$ cat config.mk
export PLATFORM = sky130hd
export DESIGN_NAME = adc_cond_agc
export DESIGN_NICKNAME = d
export VERILOG_FILES = /design/src/rtl/adc_cond_pkg.sv /design/src/rtl/adc_bias_acc.sv /design/src/rtl/adc_level_filt.sv /design/src/rtl/agc_divider.sv /design/src/rtl/adc_cond_agc.sv
export SDC_FILE = /design/constraint.sdc
export NUM_CORES = 1
export LEC_CHECK = 0
export BUFFER_PORTS_ARGS = -buffer_cell sky130_fd_sc_hd__buf_2
export CORE_AREA = 2 2 255 257
export DETAILED_ROUTE_END_ITERATION = 10
export DIE_AREA = 0 0 257 259
export HOLD_SLACK_MARGIN = 0.12
export PLACE_DENSITY = 0.57
export SYNTH_ARGS = -nofsm -noshare
export SYNTH_HDL_FRONTEND = slang
export SYNTH_SLANG_ARGS = --single-unit
$ cat constraint.sdc
create_clock -name clk -period 8.95 [get_ports clk]
set_input_delay 1.3425 -clock clk [delete_from_list [all_inputs] [get_ports clk]]
set_output_delay 1.3425 -clock clk [all_outputs]
set_load 0.05 [all_outputs]
$ cat src/rtl/adc_cond_pkg.sv
package adc_cond_pkg;
  localparam int NUM_CH       = 3;
  localparam int CH_Q         = 0;
  localparam int CH_I         = 1;
  localparam int CH_A         = 2;
  localparam int BIAS_FRAC    = 8;
  localparam int LVL_FRAC     = 8;
  localparam int LVL_POLE     = 10;
  localparam int LVL_INIT_INT = 10;
endpackage

$ cat src/rtl/adc_bias_acc.sv
module adc_bias_acc
  import adc_cond_pkg::*;
#(
  parameter int SMP_W = 12,
  parameter int RES_W = 16
) (
  input  logic                    clk,
  input  logic                    rst_n,
  input  logic                    smp_en,
  input  logic                    restart,
  input  logic                    close,
  input  logic [SMP_W-1:0]        smp,
  output logic signed [RES_W-1:0] res
);
  localparam int BIAS_W = SMP_W + BIAS_FRAC + 1;
  localparam int CORR_W = SMP_W + 1;
  localparam logic [BIAS_W-1:0] BIAS_INIT = BIAS_W'(1) << (SMP_W - 1 + BIAS_FRAC);

  logic [BIAS_W-1:0]        bias_q, bias_nx;
  logic signed [CORR_W-1:0] corr;
  logic signed [RES_W-1:0]  corr_ext, acc_q, acc_base, acc_nx;

  // tracker steps first, then the corrected sample uses the fresh value
  always_comb begin
    bias_nx  = bias_q + BIAS_W'(smp) - (bias_q >> BIAS_FRAC);
    corr     = $signed({1'b0, smp}) - $signed(CORR_W'(bias_nx >> BIAS_FRAC));
    corr_ext = RES_W'(corr);
    acc_base = restart ? '0 : acc_q;
    acc_nx   = acc_base + (smp_en ? corr_ext : '0);
  end

  always_ff @(posedge clk) begin
    if (!rst_n) begin
      bias_q <= BIAS_INIT;
      acc_q  <= '0;
      res    <= '0;
    end else begin
      if (smp_en) bias_q <= bias_nx;
      if (close) begin
        res   <= acc_nx;
        acc_q <= '0;
      end else if (smp_en || restart) begin
        acc_q <= acc_nx;
      end
    end
  end

  // tracker settles below full scale times 256
  assert_bias_bound_R3: assert property (@(posedge clk) disable iff (!rst_n)
    bias_q[BIAS_W-1] == 1'b0);
endmodule

$ cat src/rtl/adc_level_filt.sv
module adc_level_filt
  import adc_cond_pkg::*;
#(
  parameter int RES_W = 16,
  parameter int LVL_W = 24
) (
  input  logic                    clk,
  input  logic                    rst_n,
  input  logic                    en,
  input  logic signed [RES_W-1:0] res,
  output logic [LVL_W-1:0]        lvl
);
  localparam int SUM_W = LVL_W + LVL_POLE;
  localparam logic [LVL_W-1:0] LVL_INIT = LVL_W'(LVL_INIT_INT) << LVL_FRAC;

  logic [RES_W-1:0] mag;
  logic [LVL_W-1:0] mag_sh;
  logic [SUM_W-1:0] sum;

  always_comb begin
    mag    = res[RES_W-1] ? RES_W'(-res) : RES_W'(res);
    mag_sh = LVL_W'(mag) << LVL_FRAC;
    sum    = (SUM_W'(lvl) << LVL_POLE) - SUM_W'(lvl) + SUM_W'(mag_sh);
  end

  always_ff @(posedge clk) begin
    if (!rst_n)  lvl <= LVL_INIT;
    else if (en) lvl <= LVL_W'(sum >> LVL_POLE);
  end

  // new level never exceeds the larger of old level and scaled input
  assert_level_bounded_R4: assert property (@(posedge clk) disable iff (!rst_n)
    $past(en) |-> (lvl <= $past(lvl) || lvl <= $past(mag_sh)));
endmodule

$ cat src/rtl/agc_divider.sv
module agc_divider #(
  parameter int DEN_W = 16,
  parameter int Q_W   = 16,
  parameter int TOP   = 1500
) (
  input  logic             clk,
  input  logic             rst_n,
  input  logic             start,
  input  logic [DEN_W-1:0] den,
  output logic [Q_W-1:0]   quo,
  output logic             done,
  output logic             busy
);
  localparam int CNT_W = (Q_W > 1) ? $clog2(Q_W) : 1;
  localparam int PW    = DEN_W + Q_W;
  localparam logic [Q_W-1:0] TOP_V = Q_W'(TOP);

  logic [Q_W-1:0]   work_q;
  logic [DEN_W-1:0] rem_q, den_q;
  logic [CNT_W-1:0] cnt_q;
  logic [DEN_W:0]   rem_sh, rem_sub;
  logic             qbit;
  logic [PW-1:0]    prod;

  always_comb begin
    rem_sh  = {rem_q, work_q[Q_W-1]};
    qbit    = rem_sh >= {1'b0, den_q};
    rem_sub = qbit ? (rem_sh - {1'b0, den_q}) : rem_sh;
    prod    = PW'(quo) * PW'(den_q);
  end

  always_ff @(posedge clk) begin
    if (!rst_n) begin
      quo    <= TOP_V;
      done   <= 1'b0;
      busy   <= 1'b0;
      work_q <= '0;
      rem_q  <= '0;
      den_q  <= '0;
      cnt_q  <= '0;
    end else begin
      done <= 1'b0;
      if (start) begin
        if (den == '0) begin
          quo   <= TOP_V;
          done  <= 1'b1;
          den_q <= '0;
        end else begin
          busy   <= 1'b1;
          cnt_q  <= '0;
          rem_q  <= '0;
          work_q <= TOP_V;
          den_q  <= den;
        end
      end else if (busy) begin
        work_q <= {work_q[Q_W-2:0], qbit};
        rem_q  <= DEN_W'(rem_sub);
        cnt_q  <= cnt_q + 1'b1;
        if (cnt_q == CNT_W'(Q_W - 1)) begin
          busy <= 1'b0;
          quo  <= {work_q[Q_W-2:0], qbit};
          done <= 1'b1;
        end
      end
    end
  end

  // finished quotient is the floor of TOP over the divisor
  assert_quotient_exact_R5: assert property (@(posedge clk) disable iff (!rst_n)
    (done && den_q != '0) |-> (prod <= PW'(TOP) && (PW'(TOP) - prod) < PW'(den_q)));

  // the sequencer never restarts a running division
  assert_no_restart_R9: assert property (@(posedge clk) disable iff (!rst_n)
    start |-> !busy);
endmodule

$ cat src/rtl/adc_cond_agc.sv
module adc_cond_agc
  import adc_cond_pkg::*;
#(
  parameter int SMP_W   = 12,
  parameter int ROUNDS  = 8,
  parameter int AGC_TOP = 1500,
  parameter int GAIN_W  = 16,
  parameter int OVR_W   = 8,
  localparam int RES_W  = SMP_W + 1 + $clog2(ROUNDS),
  localparam int LVL_W  = RES_W + LVL_FRAC
) (
  input  logic                    clk,
  input  logic                    rst_n,
  input  logic                    s_valid,
  output logic                    s_ready,
  input  logic [SMP_W-1:0]        s_data,
  input  logic                    s_sof,
  input  logic                    tx_en,
  output logic signed [RES_W-1:0] res_q,
  output logic signed [RES_W-1:0] res_i,
  output logic signed [RES_W-1:0] res_a,
  output logic                    res_valid,
  output logic [LVL_W-1:0]        lvl_q,
  output logic [LVL_W-1:0]        lvl_i,
  output logic [LVL_W-1:0]        lvl_a,
  output logic [GAIN_W-1:0]       gain,
  output logic                    gain_done,
  output logic [OVR_W-1:0]        ovr_cnt
);
  localparam int RND_W = (ROUNDS > 1) ? $clog2(ROUNDS) : 1;
  localparam int DEN_W = LVL_W - LVL_FRAC;

  logic [1:0]              ch_q, cur_ch;
  logic [RND_W-1:0]        rnd_q;
  logic                    fire, first, last;
  logic                    lvl_pend_q, div_pend_q, div_busy;
  logic [LVL_W-1:0]        lvl_max;
  logic [DEN_W-1:0]        den;
  logic signed [RES_W-1:0] res_w [NUM_CH];
  logic [LVL_W-1:0]        lvl_w [NUM_CH];

  assign s_ready = !lvl_pend_q;

  always_comb begin
    fire    = s_valid && s_ready;
    first   = s_sof || (ch_q == 2'd0 && rnd_q == '0);
    cur_ch  = s_sof ? 2'd0 : ch_q;
    last    = !s_sof && ch_q == 2'(NUM_CH - 1) && rnd_q == RND_W'(ROUNDS - 1);
    lvl_max = (lvl_w[CH_I] > lvl_w[CH_Q]) ? lvl_w[CH_I] : lvl_w[CH_Q];
    den     = DEN_W'(lvl_max >> LVL_FRAC);
  end

  for (genvar c = 0; c < NUM_CH; c++) begin : g_ch
    adc_bias_acc #(.SMP_W(SMP_W), .RES_W(RES_W)) u_acc (
      .clk     (clk),
      .rst_n   (rst_n),
      .smp_en  (fire && cur_ch == 2'(c)),
      .restart (fire && first),
      .close   (fire && last),
      .smp     (s_data),
      .res     (res_w[c])
    );
    adc_level_filt #(.RES_W(RES_W), .LVL_W(LVL_W)) u_lvl (
      .clk   (clk),
      .rst_n (rst_n),
      .en    (lvl_pend_q),
      .res   (res_w[c]),
      .lvl   (lvl_w[c])
    );
  end

  agc_divider #(.DEN_W(DEN_W), .Q_W(GAIN_W), .TOP(AGC_TOP)) u_div (
    .clk   (clk),
    .rst_n (rst_n),
    .start (div_pend_q),
    .den   (den),
    .quo   (gain),
    .done  (gain_done),
    .busy  (div_busy)
  );

  always_ff @(posedge clk) begin
    if (!rst_n) begin
      ch_q       <= '0;
      rnd_q      <= '0;
      lvl_pend_q <= 1'b0;
      div_pend_q <= 1'b0;
      res_valid  <= 1'b0;
      ovr_cnt    <= '0;
    end else begin
      res_valid  <= fire && last;
      lvl_pend_q <= fire && last;
      div_pend_q <= lvl_pend_q && !tx_en;
      if (fire) begin
        if (last) begin
          ch_q  <= '0;
          rnd_q <= '0;
        end else if (cur_ch == 2'(NUM_CH - 1)) begin
          ch_q  <= '0;
          rnd_q <= rnd_q + 1'b1;
        end else begin
          ch_q <= cur_ch + 2'd1;
          if (s_sof) rnd_q <= '0;
        end
        if (first && (div_pend_q || div_busy)) ovr_cnt <= ovr_cnt + 1'b1;
      end
    end
  end

  assign res_q = res_w[CH_Q];
  assign res_i = res_w[CH_I];
  assign res_a = res_w[CH_A];
  assign lvl_q = lvl_w[CH_Q];
  assign lvl_i = lvl_w[CH_I];
  assign lvl_a = lvl_w[CH_A];

  // gain moves only on the edge that ends a pending or running division
  assert_gain_hold_R6: assert property (@(posedge clk) disable iff (!rst_n)
    (!$past(div_pend_q) && !$past(div_busy)) |-> $stable(gain));

  // the result-publish cycle is the single stall cycle
  assert_stall_on_publish_R8: assert property (@(posedge clk) disable iff (!rst_n)
    res_valid |-> !s_ready);
endmodule

# == Word-level counts from Yosys, hierarchy flattened ==
# Index checks and enable logic that the tools add are counted.
# op_classes
addsub,26
mul,0
div_mod_pow,0
order_cmp,2
eq_ne,7
shifts,0
n_mux,39
n_bitwise,1
reduce_logical,31
# op_table
cell,count
2-to-1 mux 16 bit,21
adder 34 x 24 -> 34 bit,3
subtractor 34 x 24 -> 34 bit,3
adder 21 x 12 -> 21 bit,3
subtractor 21 x 13 -> 21 bit,3
adder 16 bit,3
negator 16 bit,3
subtractor 13 bit,3
greater-than comparator 24 bit,1
2-to-1 mux 24 bit,1
greater-or-equal comparator 17 x 16 -> 1 bit,1
zero test 16 bit,1
subtractor 16 bit,1
2-to-1 mux 4 bit,3
logical AND 1 bit,11
2-to-1 mux 3 bit,3
adder 8 x 1 -> 8 bit (second input constant),1
2-to-1 mux 1 bit,8
2-to-1 mux 2 bit,3
AND reduction 2 bit,3
logical OR 1 bit,5
adder 4 x 1 -> 4 bit (second input constant),1
equality test 2 bit (second input constant),2
equality test 4 bit (second input constant),1
other kinds (14),18
# word_totals
regBits,316
latch_bits,0
ram_bits,0
romBits,0
in_bits,17
out_inout_bits,147
word_cells,130
n_memories,0

# == Depth between registers and ports, before layout ==
# logic_depth
ltp_word,6
ltp_mapped,38
depth_no_buf,38

# == Modules after synthesis ==
# A second synthesis with hierarchy kept.
# hier_totals
hier_cells,3574
hier_area_um2,28579.9
# modules_own_cells
module,instances,cells_each,area_each_um2,seq_area_each_um2
adc_level_filt (g_ch[0].u_lvl ...),2,382,2906.5,480.5
adc_bias_acc (g_ch[1].u_acc),1,629,4989.8,1061.0
adc_bias_acc (g_ch[2].u_acc),1,629,4943.5,1061.0
adc_bias_acc (g_ch[0].u_acc),1,603,4813.4,1061.0
agc_divider,1,399,3567.2,1401.3
adc_level_filt (g_ch[2].u_lvl),1,372,2921.6,480.5
adc_cond_agc,1,178,1531.5,300.3

# == Worst setup path before layout ==
# Ideal clock, no wire load.
# synth_timing
kind,input to register
start,in s_data[2]
end,reg g_ch[1].u_acc.acc_q[15]
setup_time_ns,0.172
arrival_ns,7.843
t_required_ns,8.778
setup_slack_ns,0.935
cell_stages,35
cell_sequence,clkbuf_1 inv_1 fa_1 inv_1 ha_1 nor2b_1 o21ai_1 a21o_1 nand2b_1 a21o_1 a21o_1 a21oi_1 xnor2_1 ha_1 fa_1 inv_1 o211ai_1 o41ai_1 o31ai_1 nand4b_1 a41oi_1 o21bai_1 maj3_1 xnor2_1 nor2_1 ha_1 o41ai_1 nor2b_1 o21ai_0 nor2b_1 o21bai_1 a21oi_1 xnor2_1 xnor2_1 a221oi_1
# synth_between
elab_chain_cells,5
# synth_rtl
item,line,rtl
"start, declared",adc_cond_agc.sv:16,"input logic [SMP_W-1:0] s_data,"
adder 21 x 12 -> 21 bit,adc_bias_acc.sv:25,bias_nx = bias_q + BIAS_W'(smp) - (bias_q >> BIAS_FRAC);
subtractor 21 x 13 -> 21 bit,adc_bias_acc.sv:25,
via g_ch[1].u_acc.bias_nx[8],adc_bias_acc.sv:19,"logic [BIAS_W-1:0] bias_q, bias_nx;"
subtractor 13 bit,adc_bias_acc.sv:26,"corr = $signed({1'b0, smp}) - $signed(CORR_W'(bias_nx >> BIAS_FRAC));"
2-to-1 mux 16 bit,adc_bias_acc.sv:29,acc_nx = acc_base + (smp_en ? corr_ext : '0);
adder 16 bit,adc_bias_acc.sv:29,
"end signal, assigned",adc_bias_acc.sv:43,acc_q <= acc_nx;
"end, declared",adc_bias_acc.sv:21,"logic signed [RES_W-1:0] corr_ext, acc_q, acc_base, acc_nx;"
# The timed path passes the listed nets, and every way through them passes these cells.
# A chain may end at the register's enable or synchronous reset.

# == Final worst setup path ==
# layout_timing
start,in s_data[1]
end,reg g_ch[1].u_acc.acc_q[15]
# The elaborated chain is that of the path after synthesis.

==> flow_summary.toml <==
[outcome]
status = "completed"

[placement]
dp_hpwl_microns = 54700
io_buffers = 163
gp_congestion = 0.897

[global_routing]
use_met1_pct = 29.5
overflow = 0
grt_util_met2_pct = 35.3
met3_usage_pct = 2.98
grt_use_total_pct = 21.5
busiest_layer = "met2"
grt_pass1_wl_microns = 116000
antenna_found_initial = 3
grt_max_degree = 59
grt_pass1_vias = 20900

[drt]
vias = 21900
drc = 0
drt_iter0_drc = 1462
vias_per_cell = 5.28
routedWlPerCell_microns = 17.4
dr.pass1.iters = 6
drtAntennaViolNets = 0
routed_wl_microns = 71900

[sta]
tightest_slew_ns = 1.11
drv_slew = 0
fin_tns_setup_ns = 0
skew_ns = 0.0439
slew_headroom_pct = 25.7
period_minus_slack_ns = 7.90
setup_viol = 0
fin_crit_sh_pct = 88.3
hold_viol = 0
fmax_mhz = 127
fin_hold_ws_ns = 0.447
rsz0062_at_grt = "no"

[setup_path]
r2r_end = "g_ch[1].u_acc.acc_q[15]$_SDFFE_PP0P_"
rr_worst_depth = 34
max_stage_delay_ns = 0.60
crit_type = "primary input to flop"
startpoint = "s_data[1]"
crit_slowest_cell = "fa_1"
crit_arrival_ns = 8.40
r2r_slack_ns = 1.73
worstSetupStartpointType = "primary input"
path_max_fanout = 5
crit_path_end = "g_ch[1].u_acc.acc_q[15]$_SDFFE_PP0P_"
regToRegStartpoint = "g_ch[1].u_acc.bias_q[2]$_SDFFE_PN0P_"
worstPathRequired_ns = 9.45
end_kind = "flop"

[synthesis]
synth_edf_count = 0
synth-compound-area-share_pct = 19.4
synth_cell_types = 88
synth_fa_ha_area_share_pct = 19.9
syn_nets = 3491
syn_area_sq_mm = 0.0254
synthMuxAreaShare_pct = 3.38
synthXorXnorAreaFrac_pct = 8.01
async_flop_share_pct = 0
synth-simple-area-share_pct = 18.2
synth.avg_cell_area_sq_um = 8.11
synth_ff_type = "dfxtp_1"
synth.area.top_cells = "dfxtp_1, ha_1, fa_1"
yosys.area.top_type_share_pct = 24.9
yosysWarnings = 0
syn-instance-count = 3130
synth_area_leader_cell = "dfxtp_1"
synth_top_family_by_area = "adder cells"
ys_seq_area_share_pct = 24.9
ys_ff_latch = 316

[pwr]
leakagePower_nw = 12.7
ir_drop_mv = 0.139
p_per_area_mw_per_mm2 = 211
total_power_mw = 6.02

[clock_network]
cts-resized-gates = 0
numCtsBuffers = 42
htree_levels = 2
clock_path_buffers = 3
cts-root-buf = "clkbuf_16"
holdBufCountCts = 0
cts_sinks = 316
insertion_delay_ns = 0.61
clkTransAtPathRegs_ns = 0.06
cts_setup_buffers = 0
cts_tree = "built"

[floorplanning]
die_w_microns = 257
fp.dieH_microns = 259
dieArea_sq_mm = 0.0666
initial_utilization_pct = 39.7
rows = 93
core_area_sq_mm = 0.0639
ios = 164

[layout]
syn_to_final_growth_pct = 12.4
drive_above_1_share_pct = 9.62
antenna_cells = 0
nets = 3614

[worst_hold_path]
hold_class = "flop to flop"

[flow_run]
max-cap-violations = 0
critical path, delay by kind of cell:
kind	cells	cell delay [ns]
compound gates	17	3.45
buf+inv	4	0.40
simple gates	4	0.56
fa+ha+maj	5	1.86
xor+xnor	4	0.75
layer usage:
layer  share of wire [%]  vias up
met2                  45      400
li1                    -    11100
met1                  48    10300
met5               0.057        -
met3                 4.2       89
met4                 2.2        6
how the worst min path moves through the flow:
stage                                        start  cells past startpoint                             endpoint
2_1_floorplan  g_ch[2].u_acc.acc_q[4]$_SDFFE_PP0P_                      2  g_ch[2].u_acc.acc_q[4]$_SDFFE_PP0P_
3_3_place_gp   g_ch[1].u_acc.acc_q[7]$_SDFFE_PP0P_                      2  g_ch[1].u_acc.acc_q[7]$_SDFFE_PP0P_
3_5_place_dp   g_ch[2].u_acc.acc_q[0]$_SDFFE_PP0P_                      2  g_ch[2].u_acc.acc_q[0]$_SDFFE_PP0P_
4_1_cts        g_ch[2].u_acc.acc_q[3]$_SDFFE_PP0P_                      2  g_ch[2].u_acc.acc_q[3]$_SDFFE_PP0P_
5_1_grt        g_ch[1].u_acc.acc_q[6]$_SDFFE_PP0P_                      2  g_ch[1].u_acc.acc_q[6]$_SDFFE_PP0P_
6_report       g_ch[2].u_acc.acc_q[2]$_SDFFE_PP0P_                      2  g_ch[2].u_acc.acc_q[2]$_SDFFE_PP0P_
area by class of cell:
| class | instances | area, sq um |
|---|---|---|
| Clock inverter | 23 | 262 |
| Sequential cell | 316 | 6330 |
| Clock buffer | 53 | 1170 |
| Tap cell | 855 | 1070 |
| Timing Repair Buffer | 188 | 1000 |
| Inverter | 310 | 1170 |
| Fill cell | 6431 | 35300 |
| Multi-Input combinational cell | 2395 | 17500 |
layout by cell type (no fill, tap or decap), types with 35 or more instances in the layout:
master and count:
a211oi_1 43, a21o_1 67, a21oi_1 220, a22o_1 54, and2_1 61, buf_2 163, clkbuf_16 42, dfxtp_1 315
fa_1 85, ha_1 259, inv_1 305, mux2i_1 82, nand2_1 287, nand3_1 49, nor2_1 318, nor2b_1 40
nor3_1 49, o21a_1 35, o21ai_0 128, xnor2_1 162, xor2_1 65
registers in the layout, indices dropped and copies added (netlist names):
register and cells:
u_div.busy 1, u_div.work_q 16, u_div.rem_q 16, ch_q 2
g_ch.u_lvl.lvl 72, g_ch.u_acc.acc_q 48, rnd_q 3, u_div.quo 16
u_div.done 1, u_div.cnt_q 4, g_ch.u_acc.res 48, g_ch.u_acc.bias_q 63
div_pend_q 1, lvl_pend_q 1, u_div.den_q 16, ovr_cnt 8
cell families (layout without fill, tap and decap cells):
group                    count (synthesis)  after routing
adder cells (fa/ha/maj)                354            354
AND/OR/NAND/NOR                        986            986
buffers and inverters                  419            574
multiplexers                            85             85
XOR/XNOR                               229            229
AO/OA/AOI/OAI                          741            741
flip-flops                             316            316
where the power goes:
part	leakage, nW	switching [mW]	internal (mW)
registers	2.55	0.0471	1.46
clock network	0.702	0.740	1.01
logic	9.42	1.61	1.15
total	12.7	2.40	3.62
through the flow:
stage          instances  area (sq um)  setup slack [ns]  util [%]
2_1_floorplan       3130         25400             0.935         -
3_3_place_gp        4064         27100             0.605      42.4
3_5_place_dp        4064         27100             0.484      42.4
4_1_cts             4140         28500              1.09      44.7
5_1_grt             4140         28500             0.305      44.7
6_report            4140         28500              1.05      44.7
synth_stat cells, types with 9 or more instances:
cell type,number
nand4_1,25
and2_1,61
nand2_1,288
o41ai_1,10
nor3_1,50
buf_1,11
nand2b_1,29
dfxtp_1,316
a21boi_0,11
nor2b_1,40
a21o_1,67
inv_1,306
xor2_1,65
xnor2_1,162
o22a_1,9
nor4_1,27
o21ai_1,9
clkbuf_1,92
nor2_1,320
nand3_1,49
ha_1,259
o21ai_0,128
o21bai_1,17
and3_1,22
a21oi_1,221
a211oi_1,43
o211ai_1,15
o31ai_1,22
or3_1,33
o21a_1,35
fa_1,85
mux2i_1,82
o31a_1,10
a22o_1,54
a31oi_1,13
Note: power is estimated with default switching activity, not from simulation.
